`src/rtl/mux_env_pkg.sv`:
```
package mux_env_pkg;
  localparam int unsigned MUX_REWARD_MAX = 1000;

  typedef enum logic [1:0] {
    LF_HOLD = 2'd0,
    LF_STEP = 2'd1,
    LF_LOAD = 2'd2
  } lfsr_op_e;

  function automatic int unsigned mux_len(input int unsigned k);
    return k + (32'd1 << k);
  endfunction
endpackage

```
`src/rtl/mux_lfsr.sv`:
```
module mux_lfsr
  import mux_env_pkg::*;
#(
  parameter int unsigned W        = 64,
  parameter logic [W-1:0] TAPS    = 64'hD800000000000000,
  parameter logic [W-1:0] RST_SEED = 1
) (
  input  logic         clk_i,
  input  logic         rst_ni,
  input  lfsr_op_e     op_i,
  input  logic [W-1:0] seed_i,
  output logic [W-1:0] state_o
);
  logic [W-1:0] state_q, state_d;

  always_comb begin
    unique case (op_i)
      LF_LOAD: state_d = (seed_i == '0) ? W'(1) : seed_i;
      LF_STEP: state_d = {1'b0, state_q[W-1:1]} ^ (state_q[0] ? TAPS : '0);
      default: state_d = state_q;
    endcase
  end

  always_ff @(posedge clk_i or negedge rst_ni) begin
    if (!rst_ni) state_q <= RST_SEED;
    else         state_q <= state_d;
  end

  assign state_o = state_q;

  // a maximal-length sequence never reaches the all-zero lockup state
  a_r5_nonzero: assert property (@(posedge clk_i) disable iff (!rst_ni)
    state_o != '0);
  // no step and no load leaves the state untouched
  a_r5_hold: assert property (@(posedge clk_i) disable iff (!rst_ni)
    op_i == LF_HOLD |=> $stable(state_o));
  // load of a nonzero seed lands unchanged
  a_r6_load: assert property (@(posedge clk_i) disable iff (!rst_ni)
    (op_i == LF_LOAD && seed_i != '0) |=> state_o == $past(seed_i));
endmodule

```
`src/rtl/mux_oracle.sv`:
```
module mux_oracle #(
  parameter int unsigned K = 3,
  parameter int unsigned N = K + (1 << K)
) (
  input  logic [N-1:0] problem_i,
  input  logic         invert_i,
  output logic         answer_o
);
  localparam int unsigned D = 1 << K;

  logic [K-1:0] addr;
  logic [D-1:0] data;

  assign addr     = problem_i[N-1 -: K];
  assign data     = problem_i[D-1:0];
  assign answer_o = data[addr] ^ invert_i;
endmodule

```
`src/rtl/mux_sat_counter.sv`:
```
module mux_sat_counter #(
  parameter int unsigned W = 16
) (
  input  logic         clk_i,
  input  logic         rst_ni,
  input  logic         clear_i,
  input  logic         inc_i,
  output logic [W-1:0] cnt_o
);
  localparam logic [W-1:0] MAX = {W{1'b1}};

  logic [W-1:0] cnt_q;

  always_ff @(posedge clk_i or negedge rst_ni) begin
    if (!rst_ni)                    cnt_q <= '0;
    else if (clear_i)               cnt_q <= {{(W-1){1'b0}}, inc_i};
    else if (inc_i && cnt_q != MAX) cnt_q <= cnt_q + 1'b1;
  end

  assign cnt_o = cnt_q;

  a_r7_inc: assert property (@(posedge clk_i) disable iff (!rst_ni)
    (!clear_i && inc_i && cnt_o != MAX) |=> cnt_o == $past(cnt_o) + 1'b1);
  a_r7_idle: assert property (@(posedge clk_i) disable iff (!rst_ni)
    (!clear_i && !inc_i) |=> $stable(cnt_o));
  a_r8_clear: assert property (@(posedge clk_i) disable iff (!rst_ni)
    clear_i |=> cnt_o <= W'(1));
  a_r9_no_overflow: assert property (@(posedge clk_i) disable iff (!rst_ni)
    (!clear_i && cnt_o == MAX) |=> cnt_o == MAX);
endmodule

```
`src/rtl/mux_reward_env.sv`:
```
module mux_reward_env
  import mux_env_pkg::*;
#(
  parameter int unsigned K          = 3,
  parameter int unsigned LFSR_W     = 64,
  parameter logic [LFSR_W-1:0] LFSR_TAPS = 64'hD800000000000000,
  parameter logic [LFSR_W-1:0] RST_SEED  = 1,
  parameter int unsigned CNT_W      = 16,
  parameter int unsigned REWARD_MAX = MUX_REWARD_MAX,
  localparam int unsigned N         = mux_len(K),
  localparam int unsigned RWD_W     = $clog2(REWARD_MAX + 1)
) (
  input  logic              clk_i,
  input  logic              rst_ni,
  input  logic              clear_i,
  input  logic              invert_i,
  input  logic              seed_load_i,
  input  logic [LFSR_W-1:0] seed_i,
  output logic [N-1:0]      problem_o,
  input  logic              action_valid_i,
  input  logic              action_i,
  output logic              reward_valid_o,
  output logic [RWD_W-1:0]  reward_o,
  output logic [CNT_W-1:0]  step_cnt_o,
  output logic [CNT_W-1:0]  correct_cnt_o
);
  localparam logic [RWD_W-1:0] RWD_FULL = RWD_W'(REWARD_MAX);

  lfsr_op_e          lf_op;
  logic [LFSR_W-1:0] lf_state;
  logic              answer;
  logic              hit;
  logic              rv_q;
  logic [RWD_W-1:0]  rw_q;

  // load wins over step; action is still scored on the current word
  assign lf_op = seed_load_i    ? LF_LOAD :
                 action_valid_i ? LF_STEP : LF_HOLD;

  mux_lfsr #(
    .W       (LFSR_W),
    .TAPS    (LFSR_TAPS),
    .RST_SEED(RST_SEED)
  ) u_lfsr (
    .clk_i  (clk_i),
    .rst_ni (rst_ni),
    .op_i   (lf_op),
    .seed_i (seed_i),
    .state_o(lf_state)
  );

  assign problem_o = lf_state[N-1:0];

  mux_oracle #(.K(K), .N(N)) u_oracle (
    .problem_i(problem_o),
    .invert_i (invert_i),
    .answer_o (answer)
  );

  assign hit = action_valid_i && (action_i == answer);

  always_ff @(posedge clk_i or negedge rst_ni) begin
    if (!rst_ni) begin
      rv_q <= 1'b0;
      rw_q <= '0;
    end else begin
      rv_q <= action_valid_i;
      rw_q <= hit ? RWD_FULL : '0;
    end
  end

  assign reward_valid_o = rv_q;
  assign reward_o       = rw_q;

  mux_sat_counter #(.W(CNT_W)) u_step_cnt (
    .clk_i  (clk_i),
    .rst_ni (rst_ni),
    .clear_i(clear_i),
    .inc_i  (action_valid_i),
    .cnt_o  (step_cnt_o)
  );

  mux_sat_counter #(.W(CNT_W)) u_correct_cnt (
    .clk_i  (clk_i),
    .rst_ni (rst_ni),
    .clear_i(clear_i),
    .inc_i  (hit),
    .cnt_o  (correct_cnt_o)
  );

  a_r4_valid_follows: assert property (@(posedge clk_i) disable iff (!rst_ni)
    action_valid_i |=> reward_valid_o);
  a_r4_quiet: assert property (@(posedge clk_i) disable iff (!rst_ni)
    !action_valid_i |=> (!reward_valid_o && reward_o == '0));
  a_r4_levels: assert property (@(posedge clk_i) disable iff (!rst_ni)
    reward_valid_o |-> (reward_o == RWD_FULL || reward_o == '0));
  a_r7_order: assert property (@(posedge clk_i) disable iff (!rst_ni)
    correct_cnt_o <= step_cnt_o);
  a_r6_reseed_wins: assert property (@(posedge clk_i) disable iff (!rst_ni)
    (seed_load_i && seed_i == '0) |=> problem_o == N'(1));
endmodule

```
`config.mk`:
```
export PLATFORM = sky130hd
export DESIGN_NAME = mux_reward_env
export DESIGN_NICKNAME = d
export VERILOG_FILES = /design/src/rtl/mux_env_pkg.sv /design/src/rtl/mux_lfsr.sv /design/src/rtl/mux_oracle.sv /design/src/rtl/mux_sat_counter.sv /design/src/rtl/mux_reward_env.sv
export SDC_FILE = /design/constraint.sdc
export NUM_CORES = 1
export LEC_CHECK = 0
export ABC_AREA = 1
export CAP_MARGIN = 25
export CORE_MARGIN = 8
export CORE_UTILIZATION = 40
export CTS_CLUSTER_SIZE = 8
export DETAILED_ROUTE_END_ITERATION = 8
export PLACE_DENSITY_LB_ADDON = 0.2
export RECOVER_POWER = 50
export SLEW_MARGIN = 40
export SYNTH_ARGS = -nofsm -noshare
export SYNTH_HDL_FRONTEND = slang
export SYNTH_SLANG_ARGS = --single-unit
```
`constraint.sdc`:
```
create_clock -name clk_i -period 5.2 [get_ports clk_i]
set_input_delay 0.52 -clock clk_i [delete_from_list [all_inputs] [get_ports clk_i]]
set_output_delay 0.52 -clock clk_i [all_outputs]
set_load 0.05 [all_outputs]
```
==> results_dict.tcl, run 1 <==
set metrics [dict create \
    final_common_cell "nand2_1" \
    criticalPathCategory "in2async" \
    ant_nets 0 \
    ys_seq_area_share_pct 45.7 \
    finClkSkew_ns 0.00697 \
    grt_usage_pct 16.5 \
    slew_headroom_pct -45.5 \
    final_cell_mix "nand2_1, clkdlybuf4s50_1, inv_1" \
    die_y_um 132 \
    share_comb_of_total_power_pct 19.0 \
    utilization_pct 52.2 \
    first_pass_iters 5 \
    slowest_stage "clkbuf_1" \
    htreeDepth 3 \
    post_cts_buffers 0 \
    core_area_mm2 0.0132 \
    place_congestion 0.836 \
    finalInstanceArea_mm2 0.00689 \
    setup.worst_path.start_class "primary input" \
    drtIter0Drc 384 \
    wl_um 14600 \
    globalRoute.totalOverflow 0 \
    grt_pass1_vias 4916 \
    place_hpwl_um 10500 \
    path_buf_inv 2 \
    post_cts_resized 0 \
    fin_crit_sh_pct 60.8 \
    rr_worst_depth 9 \
    clockRootBuffer "clkbuf_16" \
    pwr_density_cell_mw_per_mm2 290 \
    slew_viol_final 41 \
    violations "capacitance limit, slew limit" \
    fin_nets 848 \
    cp_data_required_time_ns 5.41 \
    io_pins 125 \
    antenna_found_initial 0 \
    p_sw_share_pct 29.0 \
    ys_ff_latch 98 \
    start_util_pct 40.7 \
    synth_area_mm2 0.00537 \
    worstPathArrival_ns 3.38 \
    crit_chain "clkbuf_1 > clkbuf_2" \
    cp_max_fo 59 \
    drt-vias-per-instance 5.20 \
    synth.avg_cell_area_um2 7.83 \
    finalSetupTns_ns 0 \
    crit_family "buffers and inverters" \
    clk_latency_ns 0.35 \
    end_kind "async pin" \
    dr_total_vias 4971 \
    drcViolationCount 0 \
    hold_buffers 0 \
    antenna_cells 0 \
    netlist_top_cells_area "dfrtp_1, nand2_1, inv_1" \
    timing.rr.start "u_step_cnt.cnt_o[0]" \
    crit_start "rst_ni" \
    ys_warn_count 0 \
    synthDistinctLibCells 39 \
    die_w_um 132 \
    drt-wirelength-per-cell_um 15.3 \
    clock_path_buffers 2 \
    clockPowerShare_pct 37.4 \
    cts_sinks 98 \
    port_buffers 120 \
    drive_gt1_share_pct 5.77 \
    ys.flop_type "dfrtp_1" \
    status "finished, violations left" \
    min_path_type "reg2reg" \
    setup_viol 0 \
    post-route-min-period_ns 3.16 \
    max_clock_freq_mhz 316 \
    num_rows 42 \
    tritoncts "done" \
    numCtsBuffers 9 \
    dieArea_mm2 0.0174 \
    dpl_cell_area_mm2 0.00656 \
    worstMarginPinSlew_ns 2.18 \
    peakVddDrop_uv 164 \
    grt_pass1_wl_um 23900 \
    netlist_instances 686 \
    async_flop_share_pct 100 \
    path_depth 2 \
    intPower_mw 1.42 \
    fin_total_pwr_mw 2.00 \
    seqPwrFrac_pct 43.6 \
    hold_viol_final 0 \
    yosys.area.top_type "dfrtp_1" \
    cts.clk_slew.worst_paths_ns 0.07 \
    leakagePower_nw 3.04 \
    rsz0062_at_grt "no" \
    synth_top_area_share_pct 45.2 \
    cap_violations 1 \
    critPathMaxStageDelay_ns 1.52 \
    grt_max_degree 60 \
    p_switching_mw 0.580 \
    hp-start "u_lfsr.state_o[53]" \
    hold_path_depth 2 \
    syn_to_final_growth_pct 28.3 \
    synth-edff-count 0 \
]
stage by stage:
| step | hold WS, ns | cells | worst slack, ns |
|---|---|---|---|
| after floorplan | 0.224 | 689 | 3.15 |
| after detailed placement | 0.483 | 940 | 2.40 |
| final | 0.495 | 956 | 2.04 |
| after CTS | 0.166 | 956 | 2.77 |
| after global routing | 0.512 | 956 | 1.36 |
| after global placement | 0.478 | 940 | 2.24 |
cells by family (layout without fill, tap and decap cells):
| kind of cell | count (synthesis) | after routing | synth area share (%) |
|---|---|---|---|
| simple gates | 304 | 304 | 25.3 |
| buf+inv | 155 | 246 | 12.6 |
| compound gates | 112 | 112 | 13.7 |
| flops | 98 | 98 | 45.7 |
| xor+xnor | 14 | 14 | 2.28 |
| fa+ha+maj | 2 | 2 | 0.466 |
| other cells | 1 | 4 | 0.0698 |
sequential cells by signal (all words and copies together) (netlist names):
signal and cells:
reward_o 1, reward_valid_o 1, u_lfsr.state_o 64, u_step_cnt.cnt_o 16, u_correct_cnt.cnt_o 16
synthesized netlist by cell type, types with 5 or more instances:
| master | count |
|---|---|
| buf_4 | 21 |
| buf_2 | 5 |
| clkbuf_1 | 18 |
| nand2_1 | 164 |
| o21ai_0 | 7 |
| a21oi_1 | 29 |
| dfrtp_1 | 97 |
| nor3_1 | 13 |
| o211ai_1 | 27 |
| nand3_1 | 43 |
| inv_1 | 103 |
| nor2_1 | 40 |
| nand3_2 | 5 |
| nand4_1 | 25 |
| o221ai_1 | 11 |
| xor2_1 | 10 |
| o21ai_1 | 7 |
| o22ai_1 | 22 |
layout make-up:
class	instances	area [µm²]
Fill cell	1249	6300
Sequential cell	98	2450
Tap cell	176	220
Clock inverter	5	85.1
Clock buffer	11	253
Timing Repair Buffer	124	1220
Inverter	106	398
Multi-Input combinational cell	436	2260
per-layer routing:
layer	GRT usage [%]	routed length (µm)
met5	0	0
met4	4.34	182
met2	27.3	7100
met3	5.22	998
met1	20.3	6360
power by group through the flow:
stage                     combinational, mW  clock [mW]  sequential, mW
after global routing                  0.411       0.796           0.878
after CTS                             0.383       0.762           0.870
after global placement                0.375           0           0.881
after floorplan                       0.234           0           0.893
final                                 0.379       0.747           0.870
after detailed placement              0.382           0           0.883
path summary, 6_finish.rpt:
kind	endpoint	slack, ns
max in group clk_i	u_lfsr.state_o[19]	2.67
setup reg to reg	u_step_cnt.cnt_o[4]	3.14
hold / removal	u_lfsr.state_o[52]	0.49
hold reg to reg	u_lfsr.state_o[52]	0.49
min in group asynchronous	u_step_cnt.cnt_o[13]	0.81
setup / recovery	u_lfsr.state_o[16]	2.04
Power figures use the tool's default switching activity.
==> run 2, diff against run 1 <==
==> constraint.sdc (replaced) <==
create_clock -name clk_i -period 2.9 [get_ports clk_i]
set_input_delay 0.29 -clock clk_i [delete_from_list [all_inputs] [get_ports clk_i]]
set_output_delay 0.29 -clock clk_i [all_outputs]
set_load 0.05 [all_outputs]
==> results_dict.tcl, run 2 (synthesized netlist as in run 1, its figures left out) <==
set metrics [dict create \
    status "completed" \
    top_usage_layer "met2" \
    tritoncts "done" \
    clockPowerShare_pct 33.8 \
    criticalPathCategory "reg2reg" \
    final_cell_mix "nand2_1, clkdlybuf4s50_1, inv_1" \
    num_rows 42 \
    antenna_cells 0 \
    cts.clk_slew.worst_paths_ns 0.07 \
    cap_violations 0 \
    post_cts_resized 0 \
    multi_input_area_mm2 0.00226 \
    seqPwrFrac_pct 45.9 \
    start_util_pct 40.7 \
    die_y_um 132 \
    seqCellArea_mm2 0.00245 \
    largest_reg_flops 64 \
    hold_buffers 0 \
    grtUsageMet1_pct 19.8 \
    core_area_mm2 0.0132 \
    drtIter0Drc 369 \
    grt_usage_pct 16.8 \
    fillers 1283 \
    timing.rr.start "u_lfsr.state_o[8]" \
    drcViolationCount 0 \
    htreeDepth 3 \
    wl_um 14800 \
    io_pins 125 \
    syn_to_final_growth_pct 27.9 \
    r2r_slack_ns 0.76 \
    p_switching_mw 1.03 \
    finalSetupTns_ns 0 \
    grt_max_degree 53 \
    cp_max_fo 17 \
    ant_nets 0 \
    cp_data_required_time_ns 3.18 \
    worstMarginPinSlew_ns 1.37 \
    finClkSkew_ns 0.00566 \
    use_met2_pct 28.4 \
    reg2reg_to "u_correct_cnt.cnt_o[12]" \
    hold_viol_final 0 \
    drt-wirelength-per-cell_um 15.4 \
    grtUsageMet3_pct 5.56 \
    worstPathArrival_ns 2.43 \
    dr_total_vias 4998 \
    leakagePower_nw 3.04 \
    numCtsBuffers 9 \
    grt_pass1_wl_um 24300 \
    rsz0062_at_grt "no" \
    setup.worst_path.start_class "flop" \
    crit_start "u_lfsr.state_o[8]" \
    first_pass_iters 6 \
    clock_path_buffers 2 \
    clockRootBuffer "clkbuf_16" \
    setup_viol 0 \
    utilization_pct 52.1 \
    place_hpwl_um 10800 \
    path_depth 11 \
    cts_sinks 98 \
    critPathMaxStageDelay_ns 0.46 \
    crit_family "simple AND/OR/NAND/NOR gates" \
    cp_common_cell "nand2_1" \
    globalRoute.totalOverflow 0 \
    die_w_um 132 \
    pwr_density_cell_mw_per_mm2 494 \
    intPower_mw 2.36 \
    drive_gt1_share_pct 5.73 \
    slowest_stage "dfrtp_1" \
    place_congestion 0.847 \
    final_common_cell "nand2_1" \
    min_path_type "in2async" \
    drt-vias-per-instance 5.20 \
    dieArea_mm2 0.0174 \
    path_buf_inv 1 \
    fin_total_pwr_mw 3.40 \
    port_buffers 120 \
    post_cts_buffers 0 \
    p_sw_share_pct 30.4 \
    max_clock_freq_mhz 466 \
    grt_pass1_vias 5038 \
    slew_viol_final 0 \
    fin_crit_sh_pct 73.9 \
    crit_chain "inv_1 > nand2_1 > nand3_1 > nand3_1 > nand2_1 > nand2_1 > nand2_1 > nand3_2 > nand2_2 > nand2_1 > nand2_1" \
    end_kind "flop" \
    fin_nets 853 \
    clk_latency_ns 0.35 \
    antenna_found_initial 0 \
    rr_worst_depth 11 \
    crit_end "u_correct_cnt.cnt_o[12]" \
    slew_headroom_pct 8.57 \
    share_comb_of_total_power_pct 20.2 \
    post-route-min-period_ns 2.14 \
    peakVddDrop_uv 257 \
]
## run 2: how the worst min path moves through the flow
stage                start                   end  slack, ns  cells past startpoint
finish              rst_ni   u_step_cnt.cnt_o[7]       0.25                      1
detailed placement  rst_ni  u_step_cnt.cnt_o[13]       0.40                      1
floorplan           rst_ni           reward_o[8]     -0.006                      0
CTS                 rst_ni  u_step_cnt.cnt_o[13]       0.02                      1
global route        rst_ni  u_step_cnt.cnt_o[13]       0.35                      1
global placement    rst_ni   u_step_cnt.cnt_o[7]       0.38                      1
## run 2: through the flow
step | hold WS [ns] | area (µm²) | std cells | setup WS (ns)
global route | 0.353 | 6870 | 961 | 0.373
global placement | 0.383 | 6610 | 945 | 0.768
CTS | 0.0163 | 6890 | 961 | 0.754
floorplan | -0.00559 | 5380 | 689 | 0.849
finish | 0.250 | 6870 | 961 | 0.756
detailed placement | 0.397 | 6610 | 945 | 0.716
## run 2: routing by layer
layer	share of wire (%)	vias up
li1	-	2415
met5	0	-
met2	49	182
met3	6.5	13
met4	0.94	0
met1	43	2388
## run 2: area by class of cell
| class | count | share of cell area [%] |
|---|---|---|
| clock inverters | 4 | 0.383 |
| inverters | 106 | 5.79 |
| well taps | 176 | 3.21 |
| flip-flops and latches | 98 | 35.7 |
| clock buffers | 12 | 3.73 |
| multi-input cells | 436 | 32.8 |
| repair buffers | 129 | 18.3 |
## run 2: power groups by stage
| stage | registers [mW] | logic, mW | clock network (mW) |
|---|---|---|---|
| after global routing | 1.57 | 0.746 | 1.23 |
| after floorplan | 1.60 | 0.419 | 0 |
| after global placement | 1.58 | 0.684 | 0 |
| final | 1.56 | 0.687 | 1.15 |
| after detailed placement | 1.58 | 0.695 | 0 |
| after CTS | 1.56 | 0.696 | 1.18 |
